[config.mk]
export PLATFORM = sky130hd
export DESIGN_NAME = taylor_div
export DESIGN_NICKNAME = d
export VERILOG_FILES = /design/src/rtl/taylor_div_pkg.sv /design/src/rtl/tdiv_lzc.sv /design/src/rtl/tdiv_rom.sv /design/src/rtl/tdiv_front.sv /design/src/rtl/tdiv_back.sv /design/src/rtl/taylor_div.sv
export SDC_FILE = /design/constraint.sdc
export NUM_CORES = 2
export LEC_CHECK = 0
export ABC_AREA = 1
export BUFFER_PORTS_ARGS = -buffer_cell sky130_fd_sc_hd__clkbuf_2
export CAP_MARGIN = 20
export CORE_MARGIN = 4
export CORE_UTILIZATION = 62
export DETAILED_ROUTE_END_ITERATION = 8
export PLACE_DENSITY = 0.79
export SETUP_SLACK_MARGIN = 0.1
export SLEW_MARGIN = 20
export SYNTH_ARGS = -nofsm -noshare
export SYNTH_HDL_FRONTEND = slang
export SYNTH_SLANG_ARGS = --single-unit
[constraint.sdc]
create_clock -name clk -period 30.5 [get_ports clk]
set_input_delay 6.1 -clock clk [delete_from_list [all_inputs] [get_ports clk]]
set_output_delay 6.1 -clock clk [all_outputs]
set_load 0.03 [all_outputs]
[src/rtl/taylor_div_pkg.sv]
package taylor_div_pkg;

  // Scaled reciprocal-square table entry: round(2^(2*half_w+lut_w-2) / xh^2),
  // clamped to the entry width. Index zero is never used after normalization.
  function automatic longint unsigned recip_entry(longint unsigned xh,
                                                  longint unsigned half_w,
                                                  longint unsigned lut_w);
    longint unsigned top;
    longint unsigned sq;
    longint unsigned num;
    longint unsigned val;
    top = (64'd1 << lut_w) - 64'd1;
    if (xh == 0) return top;
    sq  = xh * xh;
    num = 64'd1 << (2 * half_w + lut_w - 2);
    val = (num + sq / 2) / sq;
    if (val > top) val = top;
    return val;
  endfunction

endpackage

[src/rtl/tdiv_lzc.sv]
module tdiv_lzc #(
  parameter int W  = 16,
  localparam int CW = $clog2(W + 1)
) (
  input  logic [W-1:0]  vec,
  output logic [CW-1:0] count,
  output logic          is_zero
);
  always_comb begin
    count = CW'(W);
    for (int i = 0; i < W; i++) begin
      if (vec[i]) count = CW'(W - 1 - i);
    end
  end

  assign is_zero = (vec == '0);
endmodule

[src/rtl/tdiv_rom.sv]
module tdiv_rom #(
  parameter int HALF_W = 8,
  parameter int LUT_W  = 8,
  localparam int DEPTH = 1 << HALF_W
) (
  input  logic [HALF_W-1:0] addr,
  output logic [LUT_W-1:0]  data
);
  import taylor_div_pkg::*;

  logic [LUT_W-1:0] tbl [DEPTH];

  for (genvar g = 0; g < DEPTH; g++) begin : g_ent
    assign tbl[g] = LUT_W'(recip_entry(longint'(g), longint'(HALF_W), longint'(LUT_W)));
  end

  assign data = tbl[addr];
endmodule

[src/rtl/tdiv_front.sv]
module tdiv_front #(
  parameter int DATA_W = 16,
  parameter int LUT_W  = 8,
  localparam int HALF_W = DATA_W / 2,
  localparam int CW     = $clog2(DATA_W + 1)
) (
  input  logic              clk,
  input  logic              rst_n,
  input  logic [DATA_W-1:0] dividend,
  input  logic [DATA_W-1:0] divisor,
  output logic [DATA_W-1:0] mag_a,
  output logic [DATA_W-1:0] diff,
  output logic [LUT_W-1:0]  tfac,
  output logic [CW-1:0]     shamt,
  output logic              neg,
  output logic              zero
);
  logic [DATA_W-1:0] mag_d;
  logic [DATA_W-1:0] norm;
  logic [HALF_W-1:0] xh;
  logic [HALF_W-1:0] xl;

  assign mag_a = dividend[DATA_W-1] ? (DATA_W'(0) - dividend) : dividend;
  assign mag_d = divisor[DATA_W-1]  ? (DATA_W'(0) - divisor)  : divisor;
  assign neg   = dividend[DATA_W-1] ^ divisor[DATA_W-1];

  tdiv_lzc #(.W(DATA_W)) u_lzc (
    .vec    (mag_d),
    .count  (shamt),
    .is_zero(zero)
  );

  assign norm = mag_d << shamt;
  assign xh   = norm[DATA_W-1 -: HALF_W];
  assign xl   = norm[HALF_W-1:0];
  assign diff = {xh, {HALF_W{1'b0}}} - DATA_W'(xl);

  tdiv_rom #(.HALF_W(HALF_W), .LUT_W(LUT_W)) u_rom (
    .addr(xh),
    .data(tfac)
  );


  norm_chk: assert property (@(posedge clk) disable iff (!rst_n)
    !zero |-> norm[DATA_W-1]);
endmodule

[src/rtl/tdiv_back.sv]
module tdiv_back #(
  parameter int DATA_W = 16,
  parameter int FRAC_W = 9,
  parameter int LUT_W  = 8,
  localparam int HALF_W = DATA_W / 2,
  localparam int CW     = $clog2(DATA_W + 1),
  localparam int P_W    = 2 * DATA_W + LUT_W,
  localparam int WIDE_W = P_W + DATA_W,
  localparam int SHIFT  = 4 * HALF_W + LUT_W - 2 - FRAC_W
) (
  input  logic [DATA_W-1:0] mag_a,
  input  logic [DATA_W-1:0] diff,
  input  logic [LUT_W-1:0]  tfac,
  input  logic [CW-1:0]     shamt,
  input  logic              neg,
  input  logic              zero,
  output logic [DATA_W-1:0] quot,
  output logic              div0
);
  localparam logic [DATA_W-1:0] POS_LIM = {1'b0, {(DATA_W-1){1'b1}}};
  localparam logic [DATA_W-1:0] NEG_LIM = {1'b1, {(DATA_W-1){1'b0}}};

  logic [P_W-1:0]    prod;
  logic [WIDE_W-1:0] wide;
  logic [WIDE_W-1:0] mag;
  logic [DATA_W-1:0] lim;
  logic [DATA_W-1:0] sat;

  assign prod = P_W'(mag_a) * P_W'(diff) * P_W'(tfac);
  assign wide = (WIDE_W'(prod) << shamt) + (WIDE_W'(1) << (SHIFT - 1));
  assign mag  = wide >> SHIFT;
  assign lim  = neg ? NEG_LIM : POS_LIM;
  assign sat  = (zero || (mag > WIDE_W'(lim))) ? lim : mag[DATA_W-1:0];
  assign quot = neg ? (DATA_W'(0) - sat) : sat;
  assign div0 = zero;
endmodule

[src/rtl/taylor_div.sv]
module taylor_div #(
  parameter int DATA_W = 16,
  parameter int FRAC_W = 9,
  parameter int LUT_W  = 8,
  localparam int CW = $clog2(DATA_W + 1)
) (
  input  logic              clk,
  input  logic              rst_n,
  input  logic              in_valid,
  output logic              in_ready,
  input  logic [DATA_W-1:0] in_dividend,
  input  logic [DATA_W-1:0] in_divisor,
  output logic              out_valid,
  input  logic              out_ready,
  output logic [DATA_W-1:0] out_quot,
  output logic              out_div0
);
  logic              pipe_en;
  logic [DATA_W-1:0] f_mag_a, f_diff;
  logic [LUT_W-1:0]  f_tfac;
  logic [CW-1:0]     f_sh;
  logic              f_neg, f_zero;

  logic              s1_v;
  logic [DATA_W-1:0] s1_mag_a, s1_diff;
  logic [LUT_W-1:0]  s1_tfac;
  logic [CW-1:0]     s1_sh;
  logic              s1_neg, s1_zero;

  logic [DATA_W-1:0] b_quot;
  logic              b_div0;

  assign pipe_en  = !out_valid || out_ready;
  assign in_ready = pipe_en;

  tdiv_front #(.DATA_W(DATA_W), .LUT_W(LUT_W)) u_front (
    .clk     (clk),
    .rst_n   (rst_n),
    .dividend(in_dividend),
    .divisor (in_divisor),
    .mag_a   (f_mag_a),
    .diff    (f_diff),
    .tfac    (f_tfac),
    .shamt   (f_sh),
    .neg     (f_neg),
    .zero    (f_zero)
  );

  always_ff @(posedge clk or negedge rst_n) begin
    if (!rst_n) begin
      s1_v     <= 1'b0;
      s1_mag_a <= '0;
      s1_diff  <= '0;
      s1_tfac  <= '0;
      s1_sh    <= '0;
      s1_neg   <= 1'b0;
      s1_zero  <= 1'b0;
    end else if (pipe_en) begin
      s1_v <= in_valid;
      if (in_valid) begin
        s1_mag_a <= f_mag_a;
        s1_diff  <= f_diff;
        s1_tfac  <= f_tfac;
        s1_sh    <= f_sh;
        s1_neg   <= f_neg;
        s1_zero  <= f_zero;
      end
    end
  end

  tdiv_back #(.DATA_W(DATA_W), .FRAC_W(FRAC_W), .LUT_W(LUT_W)) u_back (
    .mag_a(s1_mag_a),
    .diff (s1_diff),
    .tfac (s1_tfac),
    .shamt(s1_sh),
    .neg  (s1_neg),
    .zero (s1_zero),
    .quot (b_quot),
    .div0 (b_div0)
  );

  always_ff @(posedge clk or negedge rst_n) begin
    if (!rst_n) begin
      out_valid <= 1'b0;
      out_quot  <= '0;
      out_div0  <= 1'b0;
    end else if (pipe_en) begin
      out_valid <= s1_v;
      if (s1_v) begin
        out_quot <= b_quot;
        out_div0 <= b_div0;
      end
    end
  end


  lat_chk: assert property (@(posedge clk) disable iff (!rst_n)
    in_valid && in_ready |=> s1_v);


  hold_chk: assert property (@(posedge clk) disable iff (!rst_n)
    out_valid && !out_ready |=> out_valid && $stable(out_quot) && $stable(out_div0));


  div0_sat_chk: assert property (@(posedge clk) disable iff (!rst_n)
    out_valid && out_div0 |->
      (out_quot == {1'b0, {(DATA_W-1){1'b1}}} || out_quot == {1'b1, {(DATA_W-1){1'b0}}}));
endmodule

After elaboration in Yosys (flattened, before gate mapping)
Memory sizes are Yosys's and may differ from the RTL's. A register that Yosys moved wholly into a read port is not among the register bits.
Index checks and enable logic that the tools add are counted.
W data, S select, Z words.
- bitwise logic cells: 2
- $add $sub $neg: 5
- order comparisons: 1
- mux-type cells: 21
- $mul: 2
- reduce and logical (&&, ||, !) cells: 7
- shift operators: 2
- operator list (cell ; count):
    $mux W16 ; 5
    $mux W5 ; 16
    $add A56 B29 Y56 const B ; 1
    $shl A40 B5 Y56 ; 1
    $sub A1 B16 Y16 const A ; 3
    $mul A32 B8 Y40 ; 1
    $mul A16 B16 Y32 ; 1
    $gt A27 B16 Y1 ; 1
    $logic_not A16 Y1 ; 1
    $shl A16 B5 Y16 ; 1
    $sub A16 B8 Y16 ; 1
    $not A8 Y9 ; 1
    $reduce_and A2 Y1 ; 2
    $logic_not A1 Y1 ; 2
    $logic_or A1 B1 Y1 ; 2
    $xor A1 B1 Y1 ; 1
- flip-flop bits (word level): 58
- logic and storage cells: 50
- input bits: 36
- memory bits (read-only): 2048
- memories: 1
- memory list (memory ; depth ; bits a word ; rd ports ; clocked after Yosys merged registers in ; wr ports ; RTL line ; text):
    (name not given) ; 256 ; 8 ; 1 ; 1 ; 0 ; tdiv_rom.sv:17 ; assign data = tbl[addr];

Longest topological paths before layout
- depth after elaboration: 20
- gate-level depth with buffers: 95
- depth with buffers taken out: 93

Modules after synthesis
A second synthesis with hierarchy kept.
- cells, all modules: 4377
- area total of the unflattened synthesis: 27837.9 µm²
- modules (own cells, without submodules) (module ; cells each ; area an instance (µm²) ; instances):
    tdiv_back ; 3406 ; 21949.8 ; 1
    taylor_div ; 285 ; 2632.5 ; 1
    tdiv_front ; 410 ; 1948.1 ; 1
    tdiv_rom ; 227 ; 1096.1 ; 1
    tdiv_lzc ; 49 ; 211.5 ; 1

Worst setup path before layout
Ideal clock, no wire load.
- path type: reg2reg
- from: reg s1_mag_a[6]
- to: reg out_quot[8]
- buffers on the path: 2
- data arrival time: 13.435 ns
- setup slack: 16.942 ns
- stages on the path, launching flop included: 85
- required time: 30.376 ns
- clock period less this slack: 13.558 ns
- library setup time: 0.124 ns
- cell sequence: dfrtp_1 -> clkbuf_1 -> clkbuf_1 -> nand2_1 -> fa_1 -> inv_1 -> fa_1 -> ha_1 -> fa_1 -> inv_1 -> fa_1 -> inv_1 -> fa_1 -> ha_1 -> a21oi_1 -> or2_1 -> nand2_1 -> a21oi_1 -> [49 not listed] -> inv_1 -> o21ai_0 -> nand2_1 -> a21oi_1 -> nand3_1 -> nor2_1 -> nand2_2 -> o21bai_4 -> inv_2 -> a21oi_1 -> ha_1 -> nand2_1 -> nor2_1 -> nand3_1 -> nand2_2 -> nand3_1 -> o211ai_1 -> nand2_1
- cells in the longest elaborated chain, start to end: 9
- ends and longest elaborated chain (element ; RTL line ; text):
    from (decl) ; taylor_div.sv:25 ; logic [DATA_W-1:0] s1_mag_a, s1_diff;
    from (signal assigned) ; taylor_div.sv:61 ; s1_mag_a <= f_mag_a;
    $mul A16 B16 Y32 (*) ; tdiv_back.sv:29 ; assign prod = P_W'(mag_a) * P_W'(diff) * P_W'(tfac);
    $mul A32 B8 Y40 (*) ; tdiv_back.sv:29 ;
    $shl A40 B5 Y56 (*) ; tdiv_back.sv:30 ; assign wide = (WIDE_W'(prod) << shamt) + (WIDE_W'(1) << (SHIFT - 1));
    $add A56 B29 Y56 (*) ; tdiv_back.sv:30 ;
    $gt A27 B16 Y1 ; tdiv_back.sv:33 ; assign sat = (zero || (mag > WIDE_W'(lim))) ? lim : mag[DATA_W-1:0];
    $logic_or A1 B1 Y1 ; tdiv_back.sv:33 ;
    $mux W16 (*) ; tdiv_back.sv:33 ;
    $sub A1 B16 Y16 ; tdiv_back.sv:34 ; assign quot = neg ? (DATA_W'(0) - sat) : sat;
    $mux W16 (*) ; tdiv_back.sv:34 ;
    to (signal assigned) ; taylor_div.sv:90 ; out_quot <= b_quot;
    to (decl) ; taylor_div.sv:15 ; output logic [DATA_W-1:0] out_quot,
Mark *: on every way between the ends. The rest lies on a longest branch, timed or not.
A chain may end at the register's enable or synchronous reset.

Final worst setup path
Ends and elaborated chain as after synthesis.

==> out/qor_table.md <==
| Item | Reported |
|:---|:---|
| Most instantiated cells after synthesis | sky130_fd_sc_hd__nand2_1, sky130_fd_sc_hd__inv_1, sky130_fd_sc_hd__nand3_1, sky130_fd_sc_hd__fa_1, sky130_fd_sc_hd__nor2_1 |
| Setup repair after global routing missed its margin | no |
| Maximum clock insertion buffer count | 2 |
| Clock period minus worst slack | 15.61 ns |
| Count of cells along the worst register-to-register path | 76 |
| Gate count after technology mapping | 4275 |
| Fmax | 64.1 MHz |
| Headroom to the max-slew limit | 30.6% |
| Flops & latches, synth | 66 |
| Routed length on met3 | 5580 µm |
| Worst Setup EP | out_quot[8] |
| Type of destination of the critical path | register |
| Launching element of the worst setup path | s1_mag_a[6] |
| Total wire length after detailed routing | 75100 µm |
| Highest Signal Layer | met4 |
| Final worst-path setup slack | 14.89 ns |
| Final-stage net count | 4796 |
| Dominant synthesized flop cell | sky130_fd_sc_hd__dfrtp_1 |
| Initial standard-cell utilization of the core | 62.6% |
| Measured slew at the worst slew-check pin | 1.03 ns |
| Count of input and output buffers | 54 |
| Initial drt markers | 2390 |
| Global route total overflow | 0 |
| Die width | 219 µm |
| Depth of the critical timing path with buffers and inverters included | 76 |
| Via count of the first global-routing pass | 25.2k |
| Max stage delay on crit path | 0.73 ns |
| Dpl ws | 15.02 ns |
| First-pass GRT wire length | 127000 µm |
| Met2 Wirelength | 34300 µm |
| Fraction of the core area covered by cells at the end of the flow | 64.4% |
| Top Ports | 55 |
| Critical Path Source Type | register |
| Crit path required time | 30.71 ns |
| Final setup viols | 0 |
| Number of distinct library cells after synthesis | 55 |
| Critical path class | reg -> reg |
| Clock tree skew after final layout | 0.00764 ns |
| WL met1 | 33100 µm |
| Final non-filler cell area | 28400 µm² |
| Biggest area contributors in the synthesized netlist | sky130_fd_sc_hd__fa_1, sky130_fd_sc_hd__nand2_1, sky130_fd_sc_hd__inv_1 |
| Antenna violations before repair | 0 |
| DPL Wire Length | 62100 µm |
| Remaining DRCs | 0 |
| GRT Total Usage | 32.2% |
| Worst min-delay path category | reg -> reg |
| Vias per std cell | 5.49 |
| Post-route fraction of the period consumed by the critical path | 51.2% |
| Num rows | 77 |
| Max Transition Viols Final | 0 |
| Area grow syn2layout | 2.72% |
| Layout cells sized above 1 | 6.39% |
| Clock slew at the register clock pins of the worst setup and hold paths | 0.06 ns |
| Setup TNS | 0 ns |
| Average routed wire per standard cell | 15.7 µm |
| Peak fanout along the critical path | 17 |
| Destination of the worst register-to-register timing path | out_quot[8] |
| Arrival time worst endpoint | 15.82 ns |
| Post-synthesis instance area | 27600 µm² |
| Maximum number of pins on one net before global-route repair | 67 |
| Number of enable-type register cells in the synthesized netlist | 0 |
| Reported max-cap violation count | 0 |
| Weighted congestion at the end of routability-driven global placement | 1.01 |
| Master of the slowest instance on the critical path | sky130_fd_sc_hd__dfrtp_1 |
| Avg Synthesized Cell Area | 6.47 µm² |
| Chip Height | 219 µm |
| Antenna-violating nets left | 0 |
| Total cell area at the placement stage | 28100 µm² |
| Count of endpoints failing hold in the final timing report | 0 |
| Clk sinks | 66 |
| Cts-stage hold buffer count | 0 |
| Synthesis warning total | 0 |
| WHS Path Cells | 2 |
| Number of search-and-repair iterations in the first detailed-routing pass | 7 |
| Buffers inserted by post-CTS timing repair | 0 |
| Run status | completed |
| Synth Net Count | 4881 |
| Total die area | 48000 µm² |
| Top cell family by delay on the critical path | adder cells |
| Core area | 44100 µm² |
| Share of synthesized area occupied by flip-flops and latches | 5.97% |
| Worst path bufs/invs | 11 |
| Reg2Reg Setup Slack | 14.89 ns |
| Leading cell type by number of instances after synthesis | sky130_fd_sc_hd__nand2_1 |
| Most numerous cell on the critical path | sky130_fd_sc_hd__nand2_1 |
| Synth area leader | sky130_fd_sc_hd__fa_1 |
| Overall via count from detail_route | 26.3k |
| Fraction of synthesized cell area taken by the top area cell type | 27.1% |
| Library cell used as clock root buffer | sky130_fd_sc_hd__clkbuf_16 |
| Clock latency at the later pin of the worst-skew pair | 0.33 ns |
| Resized cells post-CTS | 0 |
| Async set-reset flop share out of synthesis | 100% |
| Number of diodes added for antenna fixing | 0 |
| CTS tree | built |
| Inserted Clock Buffers | 9 |
| H-tree levels | 3 |
| Critical register-to-register path startpoint | s1_mag_a[6] |
cell usage in the layout (no fill, tap or decap), types with 4 or more instances in the layout:
cell                           n
sky130_fd_sc_hd__o21ai_1      18
sky130_fd_sc_hd__a31oi_1      15
sky130_fd_sc_hd__nand2_1    1206
sky130_fd_sc_hd__o21ai_0     132
sky130_fd_sc_hd__fa_1        374
sky130_fd_sc_hd__buf_4        21
sky130_fd_sc_hd__nand4_1      38
sky130_fd_sc_hd__clkinv_1     10
sky130_fd_sc_hd__nor3_2        4
sky130_fd_sc_hd__a21oi_1      92
sky130_fd_sc_hd__nand2_2      37
sky130_fd_sc_hd__dfrtp_1      64
sky130_fd_sc_hd__nor2_1      336
sky130_fd_sc_hd__o21bai_1      4
sky130_fd_sc_hd__ha_1        196
sky130_fd_sc_hd__clkbuf_2     53
sky130_fd_sc_hd__nor2_4       10
sky130_fd_sc_hd__nor2_2       37
sky130_fd_sc_hd__nor3_1       13
sky130_fd_sc_hd__o211ai_1     16
sky130_fd_sc_hd__nand3_2      49
sky130_fd_sc_hd__clkbuf_16     9
sky130_fd_sc_hd__or2_1         4
sky130_fd_sc_hd__o31ai_1       7
sky130_fd_sc_hd__nand3_1     411
sky130_fd_sc_hd__nand3b_1      4
sky130_fd_sc_hd__or2_2         6
sky130_fd_sc_hd__xnor2_1      30
sky130_fd_sc_hd__xor2_1       49
sky130_fd_sc_hd__inv_2        21
sky130_fd_sc_hd__inv_1       881
sky130_fd_sc_hd__o21a_1        4
worst min path at each step:
stage,slack (ns),to,start
3_5_place_dp,0.45,out_valid,s1_v
6_report,0.47,out_valid,s1_v
4_1_cts,0.47,out_valid,s1_v
3_3_place_gp,0.45,out_valid,s1_v
5_1_grt,0.51,out_quot[15],out_quot[15]
2_1_floorplan,0.43,out_valid,s1_v
per-stage QoR:
step           instances  hold slack, ns
3_5_place_dp        4771           0.452
5_1_grt             4787           0.512
4_1_cts             4787           0.472
6_report            4787           0.472
3_3_place_gp        4771           0.451
2_1_floorplan       4275           0.432
worst reg2reg max path: cells and delay by family (launching register included):
family	cells	cell delay, ns
and+or+nand+nor	35	4.34
xor gates and xnor gates	2	1.02
DFF	1	0.73
buffers and inverters	11	0.68
AOI/OAI and AO/OA	14	2.76
adders and majority gates	14	6.00
logic make-up after synthesis:
| group | synth area share (%) |
|---|---|
| buf+inv | 15.0 |
| fa+ha+maj | 36.0 |
| flops | 5.97 |
| xor+xnor | 2.50 |
| simple gates | 34.4 |
| other cells | 0.0136 |
| compound gates | 6.20 |
flip-flops by register name, summed over array words and instances, names as in the netlist:
| register | count |
|---|---|
| s1_tfac | 8 |
| s1_neg | 1 |
| out_quot | 16 |
| s1_zero | 1 |
| s1_mag_a | 16 |
| s1_sh | 5 |
| s1_v | 1 |
| s1_diff | 16 |
| out_valid | 1 |
| out_div0 | 1 |
routing by layer:
metal | up-vias | track usage [%]
met3 | 139 | 3.77
met2 | 1021 | 51.7
li1 | 12756 | -
met5 | - | 0
met1 | 12374 | 46.5
met4 | 0 | 8.47
area by class of cell:
type	instances	area (µm²)
clock inverters	5	55.1
flip-flops and latches	66	1650
well taps	592	741
fillers	4193	15700
repair buffers	75	428
inverters	912	3420
multi-input cells	3126	21900
clock buffers	11	243
Power is not shown: default switching activity piles up to over one toggle a cycle in this logic, so the estimate is an artifact.
